[src/rtl/wnoise_pkg.sv]
package wnoise_pkg;

    localparam int RND_W = 128;

    // One xorshift128 step on {x, y, z, w}, x in the top word.
    function automatic logic [RND_W-1:0] xs128_step(input logic [RND_W-1:0] s);
        logic [31:0] x;
        logic [31:0] y;
        logic [31:0] z;
        logic [31:0] w;
        logic [31:0] t;
        logic [31:0] w_new;
        x     = s[127:96];
        y     = s[95:64];
        z     = s[63:32];
        w     = s[31:0];
        t     = x ^ (x << 11);
        w_new = w ^ (w >> 19) ^ t ^ (t >> 8);
        return {y, z, w, w_new};
    endfunction

endpackage

[src/rtl/wnoise_prng.sv]
module wnoise_prng
    import wnoise_pkg::*;
#(
    parameter logic [63:0] PRNG_SEED = 64'h0123_4567_89AB_CDEF
) (
    input  logic             clk,
    input  logic             rst_n,
    input  logic             adv,
    output logic [RND_W-1:0] rnd_next
);

    logic [RND_W-1:0] state_q;

    // Look-ahead: the value the state will take on the next accepted write.
    always_comb begin
        rnd_next = xs128_step(state_q);
    end

    always_ff @(posedge clk or negedge rst_n) begin
        if (!rst_n) begin
            state_q <= {PRNG_SEED, PRNG_SEED};
        end else if (adv) begin
            state_q <= rnd_next;
        end
    end

endmodule

[src/rtl/wnoise_mask_gen.sv]
module wnoise_mask_gen
    import wnoise_pkg::*;
#(
    parameter int N_GROUPS = 2,
    parameter int FLIP_NUM = 1,
    parameter int FLIP_DEN = 16
) (
    input  logic [RND_W-1:0]         rnd,
    output logic [64*N_GROUPS-1:0]   mask
);

    localparam int GRP_W   = 64;
    localparam int IDX_W   = 6;
    localparam int SLICE_W = RND_W / N_GROUPS;
    localparam int CMP_W   = SLICE_W - IDX_W;
    localparam logic [127:0] THRESH =
        (128'(FLIP_NUM) << CMP_W) / 128'(FLIP_DEN);

    for (genvar g = 0; g < N_GROUPS; g++) begin : g_grp
        logic [SLICE_W-1:0] slice;
        logic [127:0]       field;
        logic [IDX_W-1:0]   idx;
        logic               hit;

        always_comb begin
            slice = rnd[SLICE_W*g +: SLICE_W];
            field = 128'(slice[CMP_W-1:0]);
            idx   = slice[CMP_W +: IDX_W];
            hit   = (field < THRESH);
            mask[GRP_W*g +: GRP_W] = hit ? (64'd1 << idx) : 64'd0;
        end
    end

endmodule

[src/rtl/wnoise_inject.sv]
module wnoise_inject
    import wnoise_pkg::*;
#(
    parameter int          HASH_W    = 128,
    parameter int          ADDR_W    = 12,
    parameter int          N_GROUPS  = 2,
    parameter bit          INJECT_EN = 1'b1,
    parameter int          FLIP_NUM  = 1,
    parameter int          FLIP_DEN  = 16,
    parameter logic [63:0] PRNG_SEED = 64'h0123_4567_89AB_CDEF
) (
    input  logic              clk,
    input  logic              rst_n,
    input  logic              up_valid,
    output logic              up_ready,
    input  logic [ADDR_W-1:0] up_addr,
    input  logic [HASH_W-1:0] up_hash,
    output logic              cam_valid,
    input  logic              cam_ready,
    output logic [ADDR_W-1:0] cam_addr,
    output logic [HASH_W-1:0] cam_hash
);

    if (HASH_W != 64*N_GROUPS || (RND_W % N_GROUPS) != 0
        || (RND_W / N_GROUPS) < 7 || FLIP_DEN <= 0 || FLIP_NUM < 0) begin : g_bad_cfg
        $error("wnoise_inject: hash must be 64 bits per group, groups must divide 128 with >=7 bits each, rate must be valid");
    end

    // Handshake and address: straight wires.
    assign cam_valid = up_valid;
    assign up_ready  = cam_ready;
    assign cam_addr  = up_addr;

    if (INJECT_EN) begin : g_inject
        logic [RND_W-1:0]  rnd_next;
        logic [HASH_W-1:0] flip_mask;
        logic              accept;

        assign accept = up_valid & cam_ready;

        wnoise_prng #(
            .PRNG_SEED(PRNG_SEED)
        ) u_prng (
            .clk     (clk),
            .rst_n   (rst_n),
            .adv     (accept),
            .rnd_next(rnd_next)
        );

        wnoise_mask_gen #(
            .N_GROUPS(N_GROUPS),
            .FLIP_NUM(FLIP_NUM),
            .FLIP_DEN(FLIP_DEN)
        ) u_mask (
            .rnd (rnd_next),
            .mask(flip_mask)
        );

        assign cam_hash = up_hash ^ flip_mask;
    end else begin : g_bypass
        assign cam_hash = up_hash;
    end

endmodule

[config.mk]
export PLATFORM = sky130hd
export DESIGN_NAME = wnoise_inject
export DESIGN_NICKNAME = d
export VERILOG_FILES = /design/src/rtl/wnoise_pkg.sv /design/src/rtl/wnoise_prng.sv /design/src/rtl/wnoise_mask_gen.sv /design/src/rtl/wnoise_inject.sv
export SDC_FILE = /design/constraint.sdc
export NUM_CORES = 1
export LEC_CHECK = 0
export ABC_AREA = 0
export BUFFER_PORTS_ARGS = -buffer_cell sky130_fd_sc_hd__buf_4
export CAP_MARGIN = 5
export CORE_MARGIN = 2
export CORE_UTILIZATION = 32
export DETAILED_ROUTE_END_ITERATION = 8
export GPL_TIMING_DRIVEN = 0
export PLACE_DENSITY = 0.58
export SYNTH_ARGS = -nofsm -noshare
export SYNTH_HDL_FRONTEND = slang
export SYNTH_SLANG_ARGS = --single-unit
[constraint.sdc]
create_clock -name clk -period 4.6 [get_ports clk]
set_input_delay 0.46 -clock clk [delete_from_list [all_inputs] [get_ports clk]]
set_output_delay 0.46 -clock clk [all_outputs]
set_load 0.03 [all_outputs]
==> results of run 1 <==
[layout make-up]
class / instances / share of cell area [%]
clock buffers: 21 / 4.28
repair buffers: 275 / 19.4
diodes: 1 / 0.0232
flip-flops and latches: 128 / 30.5
well taps: 319 / 3.71
plain buffers: 50 / 2.34
clock inverters: 11 / 1.28
multi-input cells: 551 / 38.5
[through the flow]
stage | setup slack, ps | power, uW | util (%) | area [sq um] | std cells
3_3_place_gp | 1950 | 4960 | 43.0 | 10100 | 1321
3_5_place_dp | 2000 | 5000 | 43.1 | 10200 | 1322
6_report | 1510 | 6320 | 45.7 | 10800 | 1356
2_1_floorplan | 2190 | 4230 | - | 7680 | 729
5_1_grt | 1330 | 6770 | 45.7 | 10800 | 1356
4_1_cts | 1520 | 6390 | 45.7 | 10800 | 1355
[cells in the mapped netlist (all sizes together) (2+ instances only)]
master	count
or3	2
and3	5
xor2	79
nand2	114
nand3b	2
xnor2	143
or2	4
nand2b	10
buf	25
nand3	3
mux2	96
dfrtp	64
nor3	14
clkbuf	25
nor3b	3
nor4	7
nor2	64
dfstp	64
[routing by layer]
metal  track usage [%]  share of wire, %  vias up
met2              31.1                49      177
met1              23.3                43     2872
met4              4.96               1.5        0
li1                  -                 -     2914
met5                 0                 0        -
met3              4.49               5.7       27
[what timing repair did]
| action | CTS | global route |
|---|---|---|
| endpoints found under the setup margin | 0 | 0 |
| hold buffers | 1 | 0 |
| endpoints found under the hold margin | 10 | 0 |
[worst reg2reg max path, cell delays in order, from the launching register on]
cell                       delay [ps]
sky130_fd_sc_hd__dfstp_2          520
sky130_fd_sc_hd__clkbuf_1         500
sky130_fd_sc_hd__xor2_1           230
sky130_fd_sc_hd__xnor2_1          160
sky130_fd_sc_hd__nor2_1            70
sky130_fd_sc_hd__xor2_1           160
[power breakdown]
group	internal [uW]	leakage (uW)	total [uW]	switching, uW
sequential	1920	0.00143	2360	437
combinational	1260	0.00290	2610	1340
clock	874	0.000289	1350	480
total	4060	0.00462	6320	2260
[final timing paths]
path	from	to	slack, ps	cells past startpoint
max reg2reg	g_inject.u_prng.state_q[27]$_DFFE_PN1P_	g_inject.u_prng.state_q[8]$_DFFE_PN1P_	2880	5
max	g_inject.u_prng.state_q[89]$_DFFE_PN0P_	cam_hash[97]	1510	6
min	cam_ready	g_inject.u_prng.state_q[16]$_DFFE_PN1P_	310	3
max in group asynchronous	rst_n	g_inject.u_prng.state_q[67]$_DFFE_PN1P_	3330	3
min in group asynchronous	rst_n	g_inject.u_prng.state_q[45]$_DFFE_PN0P_	480	2
min reg2reg	g_inject.u_prng.state_q[13]$_DFFE_PN0P_	g_inject.u_prng.state_q[13]$_DFFE_PN0P_	460	1
[layout by cell type (no fill, tap or decap), drive strengths merged, types with 2 or more instances in the layout]
master,netlist,routed
nor3b,3,3
xnor2,143,143
or2,4,4
nor4,7,7
and3,5,5
nor2,64,64
nand3b,2,2
xor2,79,79
bufinv,0,3
mux2,96,96
nand2b,10,10
dfstp,64,64
clkbuf,25,46
buf,25,299
nor3,14,14
dfrtp,64,64
clkinvlp,0,3
clkinv,0,5
or3,2,2
nand3,3,3
nand2,114,114
[logic make-up after synthesis]
kind of cell,share of synthesized area [%]
buffers and inverters,3.28
and+or+nand+nor,14.0
xor gates and xnor gates,25.9
DFF,42.8
muxes,14.1
==> results.md, run 1 <==
* Result of the run: finished clean
* Max Clock Skew at 8.64 ps
* Syn nets at 873
* CTS tree: done
* Dominant synthesized flop cell: sky130_fd_sc_hd__dfstp_2
* Post-synthesis register bit count at 128
* Seq/Total Area, Yosys at 42.8%
* Average footprint of a synthesized cell at 10.5 sq um
* Number of buffers on the longest clock path at 2
* CP required at 4140 ps
* Synthesized cell area at 7680 sq um
* Worst slew slack as a fraction of its limit at 42.5%
* Drt initial violations at 232
* Yosys warning count at 0
* HPWL after DPL at 17,800 microns
* Post-synth EDFFs at 0
* Fin crit period at 3090 ps
* Cell with the biggest individual delay on the critical path: sky130_fd_sc_hd__or4_4
* Top Family by Delay on Critical Path: simple AND/OR/NAND/NOR gates
* CP endpoint kind: output port
* Post-CTS clock slew at the launch and capture registers of the worst setup and hold paths at 50 ps
* Setup TNS at 0 ps
* Total buffers and inverters traversed by the critical path at 2
* Area overhead of the layout relative to synthesis at 40.2%
* Max capacitance violation total at 0
* Number of standard cells after synthesis at 729
* Die height at 159 microns
* Final worst-path cycle share at 67.2%
* Clock Tree Root: sky130_fd_sc_hd__clkbuf_16
* Core Rows at 56
* Crit start category: register
* Critical-path cell list: or4_4 -> nor3b_2 -> buf_2 -> nand2_1 -> xnor2_1 -> buf_4
* Core Footprint at 23,500 sq um
* Fillers at 2,311
* Transition time at the pin with the least slew margin at 863 ps
* Placer congestion estimate at 0.879
* Number of unique standard cell types used by synthesis at 29
* Final hold violation count at 0
* Count of antenna-violating nets left after detailed routing at 0
* Via count normalized by instance count at 4.42
* Largest fanout of any net on the critical path at 10
* Clk sink count at 128
* Area enclosed by the die boundary at 25,300 sq um
* Count of instances resized after the clock tree is built at 0
* First-pass GRT wire length at 35,700 microns
* Total I/O pin count at 286
* Synth area leaders: sky130_fd_sc_hd__dfstp_2 (22%), sky130_fd_sc_hd__dfrtp_1 (21%), sky130_fd_sc_hd__xnor2_1 (16%), sky130_fd_sc_hd__mux2_2 (14%), sky130_fd_sc_hd__xor2_1 (9.0%)
* Worst ir drop on vdd at 0.344 mV
* Number of CTS-inserted buffers at 17
* Flip-flop count of the largest register after layout at 128
* Setup repair after global routing missed its margin: no
* DRC violation count after routing at 0
* Length of the first detailed-routing pass in iterations at 4
* WL/cell at 16.7 microns
* Clock network latency to the later pin of the worst-skew pair at 420 ps
* Total power per unit cell area at 587 nW/um^2
* H-tree depth at 4
* Proportion of netlist area held by the largest area contributor at 21.9%
* Die X at 159 microns
* Synth area leader: sky130_fd_sc_hd__dfstp_2
* Delay of the slowest cell on the worst path at 590 ps
* Proportion of register bits with asynchronous set or reset after synthesis at 100%
* Pin count of the biggest net entering global routing at 99
* Seq. cell area at 3280 sq um
* Antenna violations before repair at 1
* Type of the worst min-delay path: in2reg
* Gr usage total at 18.3%
* Worst hold slack at 311 ps
* Final wirelength at 22,600 microns
* Top register by number of flip-flops: g_inject.u_prng.state_q
* Buffers added on ports at 273
* Registers with the most flip-flops: g_inject.u_prng.state_q (128)
* Total congestion overflow after global routing at 0
* WP data arrival at 2630 ps
* Starting density of the core at 32.6%
* Setup fix buffers added after clock tree synthesis at 0
* Number of vias after detailed routing at 5,990
* Leakage dissipation at 0.00462 uW
* Area of combinational cells with multiple inputs at 4140 sq um
* Via count of the first global-routing pass at 6,232
* Number of setup violations in the final report at 0
* Type of the worst setup path: reg2out
* Ratio of cells with drive above 1 in the final layout at 48.3%
* Number of slew-limit violations in the final report at 0
* Net count of the finished layout at 1,167
* Peak Freq at 323 MHz
(Power assumes the default switching activity.)
==> run 2, diff against run 1 <==
- PLACE_DENSITY: 0.58 -> 0.6
- clock period: 4.6 -> 2.55 ns (I/O delays scaled with it)
==> results.md, run 2 (synthesis gave the netlist of run 1 again) <==
* Result of the run: finished, violations left
* Violations in the final reports: negative setup slack
* H-tree depth at 4 (unchanged)
* Number of buffers on the longest clock path at 2 (unchanged)
* Fin crit period at 2610 ps
* Clock network latency to the later pin of the worst-skew pair at 410 ps (about the same)
* Final hold violation count at 0 (unchanged)
* Reg2reg path depth at 4 (-1)
* Pin count of the biggest net entering global routing at 90 (-9.1%)
* Clock Tree Root: sky130_fd_sc_hd__clkbuf_16
* Antenna violations before repair at 0 (-1)
* Crit start category: register
* WP data arrival at 2360 ps (-270 ps)
* Post-route worst setup slack at -62.6 ps (-1570 ps)
* CTS tree: done
* DRC violation count after routing at 0 (unchanged)
* Crit Reg-Reg Startpoint: g_inject.u_prng.state_q[115]$_DFFE_PN0P_
* Number of setup violations in the final report at 5 (+5)
* Number of vias after detailed routing at 6,029 (+0.65%)
* Most common cell after layout, fill and taps aside: sky130_fd_sc_hd__buf_4
* Most used cells in the layout excluding fill and tap cells: sky130_fd_sc_hd__buf_4 (285), sky130_fd_sc_hd__xnor2_1 (127), sky130_fd_sc_hd__nand2_1 (106)
* Max capacitance violation total at 0 (unchanged)
* Placed cell count at 1,322 (unchanged)
* Gr usage total at 18.2% (-0.074 points)
* Total I/O pin count at 286 (unchanged)
* Number of standard cells in the layout, taps in and fillers out at 1,352 (-0.29%)
* Type of the worst min-delay path: in2reg
* Diodes inserted at 0 (-1)
* Drt initial violations at 207 (-11%)
* Placer congestion estimate at 0.847 (-3.6%)
* Via count normalized by instance count at 4.46 (+0.95%)
* Transition time at the pin with the least slew margin at 868 ps (+5.37 ps)
* RR Endpoint: g_inject.u_prng.state_q[11]$_DFFE_PN1P_
* Net count of the finished layout at 1,164 (-0.26%)
* Setup repair after global routing missed its margin: yes
* WL/cell at 17.3 microns (+3.7%)
* Placed instance area at 10,200 sq um (unchanged)
* First-pass GRT wire length at 35,600 microns (-0.50%)
* Count of antenna-violating nets left after detailed routing at 0 (unchanged)
* Total power per unit cell area at 1040 nW/um^2 (+78%)
* Total chip power at 11,700 uW (+84%)
* Number of slew-limit violations in the final report at 0 (unchanged)
* Hold EP: g_inject.u_prng.state_q[2]$_DFFE_PN1P_
* Total congestion overflow after global routing at 0 (unchanged)
* Final wirelength at 23,400 microns (+3.4%)
* Flop2flop setup slack at 960 ps (-1920 ps)
* HPWL after DPL at 18,000 microns (+1.4%)
* Worst slew slack as a fraction of its limit at 42.1% (-0.36 points)
* CP required at 2300 ps (-1840 ps)
* Registers with the most flip-flops: g_inject.u_prng.state_q (128)
* Leakage dissipation at 0.00488 uW (+5.7%)
* Flip-flop count of the largest register after layout at 128 (unchanged)
* Buffers added on ports at 273 (unchanged)
* Die X at 159 microns (unchanged)
* Hold path cells at 3 (unchanged)
* Core Footprint at 23,500 sq um (unchanged)
* Post-CTS clock slew at the launch and capture registers of the worst setup and hold paths at 50 ps (about the same)
* Peak Freq at 383 MHz
* Area enclosed by the die boundary at 25,300 sq um (unchanged)
* Starting density of the core at 32.6% (unchanged)
* Worst ir drop on vdd at 0.518 mV (+51%)
* Startpoint of the worst hold path: cam_ready
* Largest fanout of any net on the critical path at 5 (-5)
* Clk sink count at 128 (unchanged)
* Via count of the first global-routing pass at 6,312 (+1.3%)
* Ratio of cells with drive above 1 in the final layout at 53.9% (+5.7 points)
* Number of CTS-inserted buffers at 17 (unchanged)
* Length of the first detailed-routing pass in iterations at 4 (unchanged)
* Type of the worst setup path: reg2out
* Area overhead of the layout relative to synthesis at 45.4%
* Final Instance Area at 11,200 sq um (+3.7%)
* Die height at 159 microns (unchanged)
* CP endpoint kind: output port
* Top register by number of flip-flops: g_inject.u_prng.state_q
* Core Rows at 56 (unchanged)
* Max Clock Skew at 6.71 ps (-1.94 ps)
* Final worst-path cycle share at 102%
-- run 2: cell count changes in the layout (fill, tap and decap cells not counted), moves of 6 or more --
cell	before	now
sky130_fd_sc_hd__nor2_1	64	58
sky130_fd_sc_hd__nor3_1	13	3
sky130_fd_sc_hd__xnor2_1	143	127
sky130_fd_sc_hd__nor3_2	1	10
sky130_fd_sc_hd__nor2_2	0	6
sky130_fd_sc_hd__buf_6	1	17
sky130_fd_sc_hd__xnor2_2	0	14
sky130_fd_sc_hd__nand2_1	114	106
sky130_fd_sc_hd__clkbuf_1	27	17
-- run 2: layout make-up --
type | count | area, sq um
Buffer | 36 | 220
Clock buffer | 26 | 510
Clock inverter | 6 | 80.1
Fill cell | 2242 | 12400
Multi-Input combinational cell | 551 | 4450
Sequential cell | 128 | 3290
Tap cell | 319 | 399
Timing Repair Buffer | 286 | 2220
-- run 2: metal layers --
metal	wire length [microns]	track usage, %
met1	9800	22.4
met2	11800	31.7
met3	1380	4.65
met4	329	4.96
met5	0	0
-- run 2: worst max-delay path: stages (launching register included) --
cell and delay [ps]:
sky130_fd_sc_hd__dfrtp_2 440, sky130_fd_sc_hd__or4_4 560, sky130_fd_sc_hd__or3_4 420, sky130_fd_sc_hd__nor2_2 120, sky130_fd_sc_hd__xor2_1 200, sky130_fd_sc_hd__buf_4 200
-- run 2: how the worst max path moves through the flow --
stage / end / cells after the start / slack [ps] / startpoint
2_1_floorplan: cam_hash[100] / 5 / 340 / g_inject.u_prng.state_q[89]$_DFFE_PN0P_
3_3_place_gp: cam_hash[65] / 6 / 120 / g_inject.u_prng.state_q[90]$_DFFE_PN0P_
3_5_place_dp: cam_hash[34] / 6 / 100 / g_inject.u_prng.state_q[27]$_DFFE_PN1P_
4_1_cts: cam_hash[89] / 5 / -50 / g_inject.u_prng.state_q[86]$_DFFE_PN0P_
5_1_grt: cam_hash[71] / 6 / -150 / g_inject.u_prng.state_q[86]$_DFFE_PN0P_
6_report: cam_hash[89] / 5 / -60 / g_inject.u_prng.state_q[86]$_DFFE_PN0P_
-- run 2: where the power goes --
part	internal [uW]	switching [uW]	leakage (uW)
logic	2370	2280	0.00316
clock network	1570	817	0.000293
registers	3490	1130	0.00143
total	7430	4220	0.00488
-- run 2: through the flow --
step	setup TNS, ps	worst slack, ps	hold slack (ps)	utilization, %
detailed placement	0	105	194	43.1
finish	-130	-62.6	118	47.4
CTS	-134	-54.2	107	46.3
floorplan	0	342	-40.6	-
global route	-2930	-148	121	47.4
global placement	0	117	456	43.0
-- run 2: timing repair --
action / 4_1_cts / 5_1_grt
endpoints found under the hold margin: 16 / 0
pin swaps: 7 / 15
gates resized for setup: 30 / 51
setup endpoints to repair: 114 / 106
cloned: 0 / 1
setup buffers: 7 / 3
hold buffers: 1 / 0
